--- config.mk ---
export PLATFORM = sky130hd
export DESIGN_NAME = delay_cal_ctrl
export DESIGN_NICKNAME = d
export VERILOG_FILES = /design/src/rtl/dcal_pkg.sv /design/src/rtl/dcal_window_timer.sv /design/src/rtl/dcal_code_reg.sv /design/src/rtl/dcal_seq_fsm.sv /design/src/rtl/delay_cal_ctrl.sv
export SDC_FILE = /design/constraint.sdc
export NUM_CORES = 1
export LEC_CHECK = 0
export ABC_AREA = 1
export ABC_CLOCK_PERIOD_IN_PS = 2300
export BUFFER_PORTS_ARGS = -buffer_cell sky130_fd_sc_hd__buf_2
export CORE_MARGIN = 2
export CORE_UTILIZATION = 46
export CTS_BUF_LIST = sky130_fd_sc_hd__clkbuf_4
export DETAILED_ROUTE_END_ITERATION = 6
export PLACE_DENSITY = 0.68
export SLEW_MARGIN = 0
export SYNTH_ARGS = -nofsm -noshare
export SYNTH_HDL_FRONTEND = slang
export SYNTH_SLANG_ARGS = --single-unit
export TNS_END_PERCENT = 5
--- constraint.sdc ---
create_clock -name clk -period 2.3 [get_ports clk]
set_clock_uncertainty 0.2 [all_clocks]
set_input_delay 0.23 -clock clk [delete_from_list [all_inputs] [get_ports clk]]
set_output_delay 0.23 -clock clk [all_outputs]
set_load 0.05 [all_outputs]
--- src/rtl/dcal_pkg.sv ---
`timescale 1ns/1ps
// Package: shared types of the delay calibration controller.
// Assumes: nothing; holds the sequencer state encoding only.
package dcal_pkg;
    typedef enum logic [2:0] {
        ST_IDLE,    // after reset, waiting for start
        ST_SETTLE,  // trigger low, both paths returning to rest
        ST_FIRE,    // trigger high, race in progress
        ST_PASS,    // finished with a good code
        ST_FAIL     // finished at the slowest code without a good sample
    } dcal_state_e;
endpackage

--- src/rtl/dcal_window_timer.sv ---
`timescale 1ns/1ps
// Module: dcal_window_timer
// Down counter that times the settle and evaluation windows.
// Assumes: load has priority; expired is high once the count reaches zero
// and stays high until the next load.
module dcal_window_timer #(
    parameter int CNT_W = 8
) (
    input  logic             clk,
    input  logic             rst_n,
    input  logic             load,
    input  logic [CNT_W-1:0] load_val,
    output logic             expired
);
    logic [CNT_W-1:0] cnt_q;

    // Load a new window length or count down to zero and hold there.
    always_ff @(posedge clk) begin
        if (!rst_n)
            cnt_q <= '0;
        else if (load)
            cnt_q <= load_val;
        else if (cnt_q != '0)
            cnt_q <= cnt_q - 1'b1;
    end

    assign expired = (cnt_q == '0);

    // an unloaded, unexpired count falls by exactly one per cycle
    a_r4_count_down: assert property (@(posedge clk) disable iff (!rst_n)
        (!load && !expired) |=> (cnt_q == $past(cnt_q) - 1'b1));
endmodule

--- src/rtl/dcal_code_reg.sv ---
`timescale 1ns/1ps
// Module: dcal_code_reg
// Holds the delay-line control code. It can be cleared to the fastest
// setting or stepped one notch slower.
// Assumes: the sequencer never asks for a step at the maximum code.
module dcal_code_reg #(
    parameter int CODE_W = 3
) (
    input  logic              clk,
    input  logic              rst_n,
    input  logic              clear,
    input  logic              step,
    output logic [CODE_W-1:0] code,
    output logic              at_max
);
    localparam logic [CODE_W-1:0] CODE_MAX = {CODE_W{1'b1}};

    logic [CODE_W-1:0] code_q;

    // Clear wins over step; otherwise the code holds.
    always_ff @(posedge clk) begin
        if (!rst_n)
            code_q <= '0;
        else if (clear)
            code_q <= '0;
        else if (step)
            code_q <= code_q + 1'b1;
    end

    assign code   = code_q;
    assign at_max = (code_q == CODE_MAX);

    // outside a clear, the code only moves up by one
    a_r5_step_by_one: assert property (@(posedge clk) disable iff (!rst_n)
        (!$past(clear) && code_q != $past(code_q)) |-> (code_q == $past(code_q) + 1'b1));
    // the sequencer never steps past the slowest code
    a_r7_no_wrap: assert property (@(posedge clk) disable iff (!rst_n)
        (at_max && step && !clear) |-> 1'b0);
endmodule

--- src/rtl/dcal_seq_fsm.sv ---
`timescale 1ns/1ps
// Module: dcal_seq_fsm
// Trial sequencer. It alternates settle and fire windows, reads the race
// result when the fire window ends, and decides whether to step, pass or fail.
// Assumes: win_expired comes from a timer loaded through load_settle or
// load_eval; lag_sample is stable by the end of the fire window.
module dcal_seq_fsm
    import dcal_pkg::*;
(
    input  logic clk,
    input  logic rst_n,
    input  logic start,
    input  logic win_expired,
    input  logic lag_sample,
    input  logic code_at_max,
    output logic load_settle,
    output logic load_eval,
    output logic code_clear,
    output logic code_step,
    output logic trig,
    output logic done,
    output logic fail
);
    dcal_state_e state_q, state_d;

    // Next-state and control decode; start overrides every state.
    always_comb begin
        state_d     = state_q;
        load_settle = 1'b0;
        load_eval   = 1'b0;
        code_clear  = 1'b0;
        code_step   = 1'b0;
        if (start) begin
            state_d     = ST_SETTLE;
            load_settle = 1'b1;
            code_clear  = 1'b1;
        end else begin
            case (state_q)
                ST_SETTLE: begin
                    if (win_expired) begin
                        state_d   = ST_FIRE;
                        load_eval = 1'b1;
                    end
                end
                ST_FIRE: begin
                    if (win_expired) begin
                        if (lag_sample)
                            state_d = ST_PASS;
                        else if (code_at_max)
                            state_d = ST_FAIL;
                        else begin
                            state_d     = ST_SETTLE;
                            load_settle = 1'b1;
                            code_step   = 1'b1;
                        end
                    end
                end
                default: state_d = state_q;
            endcase
        end
    end

    // State register.
    always_ff @(posedge clk) begin
        if (!rst_n)
            state_q <= ST_IDLE;
        else
            state_q <= state_d;
    end

    assign trig = (state_q == ST_FIRE);
    assign done = (state_q == ST_PASS) || (state_q == ST_FAIL);
    assign fail = (state_q == ST_FAIL);

    // a trial edge only follows a settle window
    a_r3_rise_after_settle: assert property (@(posedge clk) disable iff (!rst_n)
        $rose(trig) |-> ($past(state_q) == ST_SETTLE));
    // a finished state is left only through start
    a_r8_done_sticky: assert property (@(posedge clk) disable iff (!rst_n)
        (done && !start) |=> (done && $stable(fail)));
endmodule

--- src/rtl/delay_cal_ctrl.sv ---
`timescale 1ns/1ps
// Module: delay_cal_ctrl (top)
// Calibrates a tunable matched delay line against a critical-path replica
// by a linear search from the fastest code.
// Assumes: lag_sample is the replica output captured by a flip-flop clocked
// by the delay-line output, resolved within EVAL_CYCLES of the trigger edge;
// settle_cycles is held steady during a calibration.
module delay_cal_ctrl #(
    parameter int CODE_W      = 3,
    parameter int SETTLE_W    = 8,
    parameter int EVAL_CYCLES = 16
) (
    input  logic                clk,
    input  logic                rst_n,
    input  logic                start,
    input  logic [SETTLE_W-1:0] settle_cycles,
    input  logic                lag_sample,
    output logic                trig,
    output logic [CODE_W-1:0]   code,
    output logic                done,
    output logic                fail
);
    localparam int EVAL_W = $clog2(EVAL_CYCLES + 1);
    localparam int CNT_W  = (SETTLE_W > EVAL_W) ? SETTLE_W : EVAL_W;
    localparam logic [CNT_W-1:0] EVAL_LOAD = CNT_W'(EVAL_CYCLES - 1);

    logic             load_settle, load_eval, win_expired;
    logic             code_clear, code_step, code_at_max;
    logic [CNT_W-1:0] win_len;

    // Pick the window length to load: the fixed fire window or the programmed settle.
    always_comb begin
        win_len = load_eval ? EVAL_LOAD : CNT_W'(settle_cycles);
    end

    dcal_window_timer #(.CNT_W(CNT_W)) i_timer (
        .clk      (clk),
        .rst_n    (rst_n),
        .load     (load_settle | load_eval),
        .load_val (win_len),
        .expired  (win_expired)
    );

    dcal_code_reg #(.CODE_W(CODE_W)) i_code (
        .clk    (clk),
        .rst_n  (rst_n),
        .clear  (code_clear),
        .step   (code_step),
        .code   (code),
        .at_max (code_at_max)
    );

    dcal_seq_fsm i_fsm (
        .clk         (clk),
        .rst_n       (rst_n),
        .start       (start),
        .win_expired (win_expired),
        .lag_sample  (lag_sample),
        .code_at_max (code_at_max),
        .load_settle (load_settle),
        .load_eval   (load_eval),
        .code_clear  (code_clear),
        .code_step   (code_step),
        .trig        (trig),
        .done        (done),
        .fail        (fail)
    );

    // start clears the outcome and returns to the fastest code
    a_r2_start_clears: assert property (@(posedge clk) disable iff (!rst_n)
        start |=> (!done && !fail && !trig && code == '0));
    // the code is frozen while the trigger is high
    a_r4_code_stable_in_window: assert property (@(posedge clk) disable iff (!rst_n)
        (trig && $past(trig)) |-> (code == $past(code)));
    // a failure is only reported with done at the slowest code
    a_r7_fail_at_max: assert property (@(posedge clk) disable iff (!rst_n)
        fail |-> (done && code == {CODE_W{1'b1}}));
    // after done, the code holds until start
    a_r8_code_holds: assert property (@(posedge clk) disable iff (!rst_n)
        (done && !start) |=> $stable(code) && !trig);
endmodule

==> impl_metrics.json, run 1 <==
{
  "antenna_found_initial": 0,
  "crit_slowest_cell": "dfxtp_1",
  "worstPathCellList": "inv_1 > ha_1 > nand2_2 > nor2_8 > nand3_1 > nand2_1 > nand2_1 > nand3_1 > nor2_1",
  "overflow": 0,
  "fin_crit_ns": 1.791,
  "finalCritPeriodShare_pct": 77.89,
  "crit_path_start_kind": "register",
  "crit_path_end_kind": "register",
  "vias_per_cell": 4.709,
  "synth_cell_types": 27,
  "cts_buffers": 3,
  "htree_levels": 1,
  "tritoncts": "yes",
  "ys_ff_latch": 14,
  "nets": 173,
  "die_area_sq_um": 2367,
  "synth_top_flop_cell": "dfxtp_1",
  "p_per_area_nw_per_um2": 580.4,
  "fillers": 192,
  "avgRoutedWirePerCell_um": 10.27,
  "io_buffers": 17,
  "drc": 0,
  "core_area_sq_um": 1922,
  "yosys_warnings": 0,
  "cts.path.max_buffers": 2,
  "maxSlewHeadroom_pct": 81.84,
  "setup_tns_ns": 0,
  "dp_cells": 175,
  "worstPathArrival_ns": 1.77,
  "rsz0062_at_grt": "no",
  "fp-row-count": 16,
  "worstMarginPinSlew_ns": 0.2721,
  "drtAntennaViolNets": 0,
  "setup_ws_ns": 0.5086,
  "drt_wl_total_um": 1870,
  "root_buffer": "clkbuf_4",
  "boundaryPins": 18,
  "grt_pass1_vias": 759,
  "hold_viol_final": 0,
  "rr_worst_depth": 9,
  "path_clk_slew_ns": 0.09,
  "layoutNonFillerInstCount": 182,
  "setup_viol": 0,
  "seq_area_frac_synth_pct": 30.56,
  "gp_congestion": 0.8164,
  "dp_worst_setup_slack_ns": 0.5196,
  "grt_max_degree": 15,
  "drive_gt1_share_pct": 22.58,
  "whs_ns": 0.02130,
  "slew_violations": 0,
  "ir_drop_mv": 0.3022,
  "initial_core_util_pct": 47.72,
  "syn_inst": 132,
  "gr-usage-all-layers_pct": 16.93,
  "synth-edff-count": 0,
  "clkSinkCount": 14,
  "drt_iter0_drc": 29,
  "dr.pass1.iters": 4,
  "crit_fanout": 14,
  "status": "finished clean",
  "antenna_cells": 0,
  "holdPathStages": 3,
  "post_cts_resized": 0,
  "avgSynthCellArea_sq_um": 6.948,
  "required_ns": 2.27,
  "die_h_um": 48.65,
  "fmax_ghz": 0.5582,
  "dp_hpwl_um": 1404,
  "synthesis.nets": 148,
  "area_delta_synth_final_pct": 19.10,
  "syn_area_sq_um": 917.1,
  "grt_pass1_wl_um": 3105,
  "dieWidth_um": 48.65,
  "cpPeakStageDelay_ns": 0.34,
  "cap_violations": 0,
  "synthArstFlopShare_pct": 0,
  "clk_latency_ns": 0.28,
  "p_leak_nw": 0.5638,
  "vias": 857,
  "hold_class": "in2reg",
  "postLayoutCoreUtil_pct": 56.84,
  "critPathKind": "reg2reg"
}
-- cell usage in the layout (no fill, tap or decap), types with 4 or more instances in the layout --
| master | n |
|---|---|
| a21oi_1 | 10 |
| nand3_1 | 7 |
| o21ai_0 | 5 |
| buf_2 | 17 |
| dlygate4sd3_1 | 4 |
| nand2_1 | 26 |
| inv_1 | 19 |
| ha_1 | 4 |
| dfxtp_1 | 14 |
| nor2_1 | 18 |
-- cells by family after synthesis --
logic type | after synthesis | share of synthesized area, %
AND/OR/NAND/NOR | 67 | 37.11
buffers and inverters | 22 | 10.37
AO/OA/AOI/OAI | 21 | 12.69
flip-flops | 14 | 30.56
XOR/XNOR | 4 | 3.821
adder cells (fa/ha/maj) | 4 | 5.457
-- layer usage --
| metal | up-vias | routed length, um | track usage [%] |
|---|---|---|---|
| li1 | 467 | - | - |
| met5 | - | 0 | 0 |
| met2 | 16 | 875 | 27.40 |
| met1 | 372 | 930 | 22.29 |
| met3 | 2 | 52 | 3.704 |
| met4 | 0 | 12 | 5.714 |
-- registers in the layout (all words and copies together), names as in the netlist --
name / flops
i_code.code: 3
i_timer.cnt_q: 8
i_fsm.state_q: 3
-- worst max-delay path, delay by kind of cell (launching register included) --
kind / cells / cell delay (ns)
simple gates: 7 / 0.89
flops: 1 / 0.34
fa+ha+maj: 1 / 0.16
buf+inv: 1 / 0.09
-- synthesized netlist by cell type, drive strengths merged (2+ instances only) --
master / count / area [sq um]
a21oi: 10 / 50.05
a31oi: 2 / 12.51
ha: 4 / 50.05
nand2: 30 / 127.6
inv: 20 / 75.07
dfxtp: 14 / 280.3
nor2: 23 / 122.6
xor2: 3 / 26.28
o21ai: 6 / 30.02
nand3: 9 / 62.56
nor3: 4 / 20.02
-- where the power goes --
part / switching, mW / internal [mW]
registers: 0.0190 / 0.262
clock network: 0.0824 / 0.0607
logic: 0.123 / 0.0866
total: 0.224 / 0.410
-- area by class of cell --
class	instances	area, sq um	share of cell area [%]
Multi-Input combinational cell	96	546.8	50.06
Sequential cell	14	280.3	25.66
Timing Repair Buffer	21	125.1	11.45
Inverter	21	83.83	7.675
Tap cell	27	33.78	3.093
Clock buffer	3	22.52	2.062
-- final timing paths --
check,endpoint,slack (ns),startpoint
setup / recovery,i_timer.cnt_q[2]$_SDFFE_PN0P_,0.51,i_timer.cnt_q[0]$_SDFFE_PN0P_
hold / removal,i_timer.cnt_q[3]$_SDFFE_PN0P_,0.02,rst_n
setup reg to reg,i_timer.cnt_q[2]$_SDFFE_PN0P_,0.51,i_timer.cnt_q[0]$_SDFFE_PN0P_
hold reg to reg,i_code.code[0]$_SDFFE_PP0P_,0.31,i_code.code[0]$_SDFFE_PP0P_
-- per-stage QoR --
step,instance area (sq um),power [mW]
final,1092,0.6339
after global routing,1092,0.6830
after detailed placement,1030,0.4917
after floorplan,922.1,0.4584
after global placement,1030,0.4895
after CTS,1082,0.6374
-- repair_timing --
action / 4_1_cts / 5_1_grt
setup buffers: 0 / 0
hold buffers: 3 / 1
hold endpoints to repair: 3 / 1
Note: power is estimated with default switching activity, not from simulation.
==> run 2, diff against run 1 <==
--- a/config.mk
+++ b/config.mk
@@ -6,7 +6,7 @@
 export NUM_CORES = 1
 export LEC_CHECK = 0
 export ABC_AREA = 1
-export ABC_CLOCK_PERIOD_IN_PS = 2300
+export ABC_CLOCK_PERIOD_IN_PS = 1650
 export BUFFER_PORTS_ARGS = -buffer_cell sky130_fd_sc_hd__buf_2
 export CORE_MARGIN = 2
 export CORE_UTILIZATION = 46
==> constraint.sdc (replaced) <==
create_clock -name clk -period 1.65 [get_ports clk]
set_clock_uncertainty 0.2 [all_clocks]
set_input_delay 0.165 -clock clk [delete_from_list [all_inputs] [get_ports clk]]
set_output_delay 0.165 -clock clk [all_outputs]
set_load 0.05 [all_outputs]
==> run 2 against run 1 <==
Sequential cell count unchanged. Largest power group unchanged. Register-to-register slack worse by 0.45 ns. Highest routed layer unchanged. Power grew 50%. Worst setup slack worse by 0.45 ns. Hold slack got worse by 0.018 ns. Critical path type unchanged. Cell area up 17%. Utilization up 9.9 points.
==> impl_metrics.json, run 2 (synthesized netlist as in run 1, its figures left out) <==
{
  "status": "finished clean",
  "grt_pass1_wl_um": 3312,
  "r2r-end": "i_timer.cnt_q[3]$_SDFFE_PN0P_",
  "nets": 184,
  "drive_gt1_share_pct": 38.32,
  "htree_levels": 1,
  "dr.pass1.iters": 4,
  "gp_congestion": 0.8368,
  "hold_class": "in2reg",
  "p_leak_nw": 0.6255,
  "crit_path_end_kind": "register",
  "mostFrequentLayoutCells": "nand2_1, inv_1, nor2_1, buf_2",
  "worstPathArrival_ns": 1.58,
  "rr_worst_depth": 10,
  "hold_viol_final": 0,
  "critPathKind": "reg2reg",
  "ir_drop_mv": 0.5819,
  "final_common_cell": "nand2_1",
  "setup_ws_ns": 0.05434,
  "die_area_sq_um": 2367,
  "crit_fanout": 8,
  "clk_latency_ns": 0.28,
  "finalCritPeriodShare_pct": 96.71,
  "fin_crit_ns": 1.596,
  "vias": 914,
  "reg2reg_slack_ns": 0.05,
  "gr-usage-all-layers_pct": 17.83,
  "overflow": 0,
  "io_buffers": 17,
  "cts_buffers": 3,
  "root_buffer": "clkbuf_4",
  "fp-row-count": 16,
  "reg2reg_from": "i_timer.cnt_q[0]$_SDFFE_PN0P_",
  "worstMarginPinSlew_ns": 0.2485,
  "antenna_found_initial": 0,
  "vias_per_cell": 4.711,
  "clkSinkCount": 14,
  "antenna_cells": 0,
  "rsz0062_at_grt": "yes",
  "boundaryPins": 18,
  "die_h_um": 48.65,
  "dp_worst_setup_slack_ns": -0.006847,
  "cap_violations": 0,
  "crit_path_start_kind": "register",
  "avgRoutedWirePerCell_um": 10.50,
  "critPathLaunch": "i_timer.cnt_q[0]$_SDFFE_PN0P_",
  "drt_wl_total_um": 2037,
  "largest-register": "i_timer.cnt_q",
  "path_clk_slew_ns": 0.09,
  "dieWidth_um": 48.65,
  "largest_reg_flops": 8,
  "slew_violations": 0,
  "initial_core_util_pct": 47.72,
  "maxSlewHeadroom_pct": 83.55,
  "grt_max_degree": 9,
  "tritoncts": "yes",
  "required_ns": 1.63,
  "finalPower_mw": 0.9479,
  "area_delta_synth_final_pct": 39.84,
  "crit_path_end": "i_timer.cnt_q[3]$_SDFFE_PN0P_",
  "core_area_sq_um": 1922,
  "grt_pass1_vias": 743,
  "cts.path.max_buffers": 2,
  "drc": 0,
  "dp_hpwl_um": 1467,
  "drtAntennaViolNets": 0,
  "fmax_ghz": 0.6267,
  "setup_viol": 0,
  "p_per_area_nw_per_um2": 739.1,
  "drt_iter0_drc": 21
}
[run 2: changes by cell type in the layout (fill, tap and decap cells not counted), moves of 3 or more]
cell	change
buf_4	+8
dfxtp_1	-7
dfxtp_2	+7
ha_1	-3
[run 2: worst min path at each step]
| stage | cells after the start | slack (ns) | startpoint | endpoint |
|---|---|---|---|---|
| floorplan | 2 | 0.10 | start | i_code.code[1]$_SDFFE_PP0P_ |
| global placement | 3 | 0.22 | settle_cycles[4] | i_timer.cnt_q[4]$_SDFFE_PN0P_ |
| detailed placement | 3 | 0.23 | settle_cycles[6] | i_timer.cnt_q[6]$_SDFFE_PN0P_ |
| CTS | 5 | 0.004 | settle_cycles[2] | i_timer.cnt_q[2]$_SDFFE_PN0P_ |
| global route | 5 | 0.01 | settle_cycles[2] | i_timer.cnt_q[2]$_SDFFE_PN0P_ |
| finish | 5 | 0.003 | settle_cycles[2] | i_timer.cnt_q[2]$_SDFFE_PN0P_ |
[run 2: report_power, final]
part	internal (mW)	switching [mW]	total, mW
Combinational	0.158	0.197	0.356
Sequential	0.368	0.0259	0.394
Clock	0.0876	0.111	0.198
Total	0.614	0.334	0.948
[run 2: final cells by class]
cell class	count	area (sq um)
sequential	14	289.0
timing repair buffer	32	225.2
tap	27	33.78
multi-input combinational	96	624.3
clock inverter	1	3.754
clock buffer	3	22.52
inverter	21	83.83
fill	172	639.4
[run 2: critical path, stage by stage (launching register included)]
cell and delay [ns]:
dfxtp_2 0.34, inv_2 0.04, ha_2 0.19, nand2_4 0.08, nor2_8 0.05, nand3_4 0.12, clkinv_4 0.08, nor2_4 0.19
nand3b_1 0.10, nand2_1 0.07, nor2_1 0.03
[run 2: repair_timing]
action,4_1_cts,5_1_grt
hold endpoints to repair,5,0
gates resized for setup,2,24
hold buffers,6,0
buffers inserted,0,1
pin swaps,0,7
endpoints found under the setup margin,2,12
[run 2: metal layers]
metal | up-vias | global-route usage (%) | part of all wire (%)
met5 | - | 0 | 0
met4 | 0 | 5.714 | 0.49
met3 | 2 | 3.704 | 3.0
met2 | 15 | 26.94 | 48
met1 | 404 | 25.34 | 49
li1 | 493 | - | -
[run 2: through the flow]
step | utilization, % | instance area [sq um] | TNS [ns] | hold WS, ns | instances
4_1_cts | 62.24 | 1196 | 0 | 0.003688 | 193
3_3_place_gp | 57.42 | 1104 | 0 | 0.2191 | 183
2_1_floorplan | - | 935.9 | -0.3215 | 0.1040 | 132
5_1_grt | 66.73 | 1282 | -0.08947 | 0.01062 | 194
6_report | 66.73 | 1282 | 0 | 0.002877 | 194
3_5_place_dp | 57.42 | 1104 | -0.006847 | 0.2256 | 183
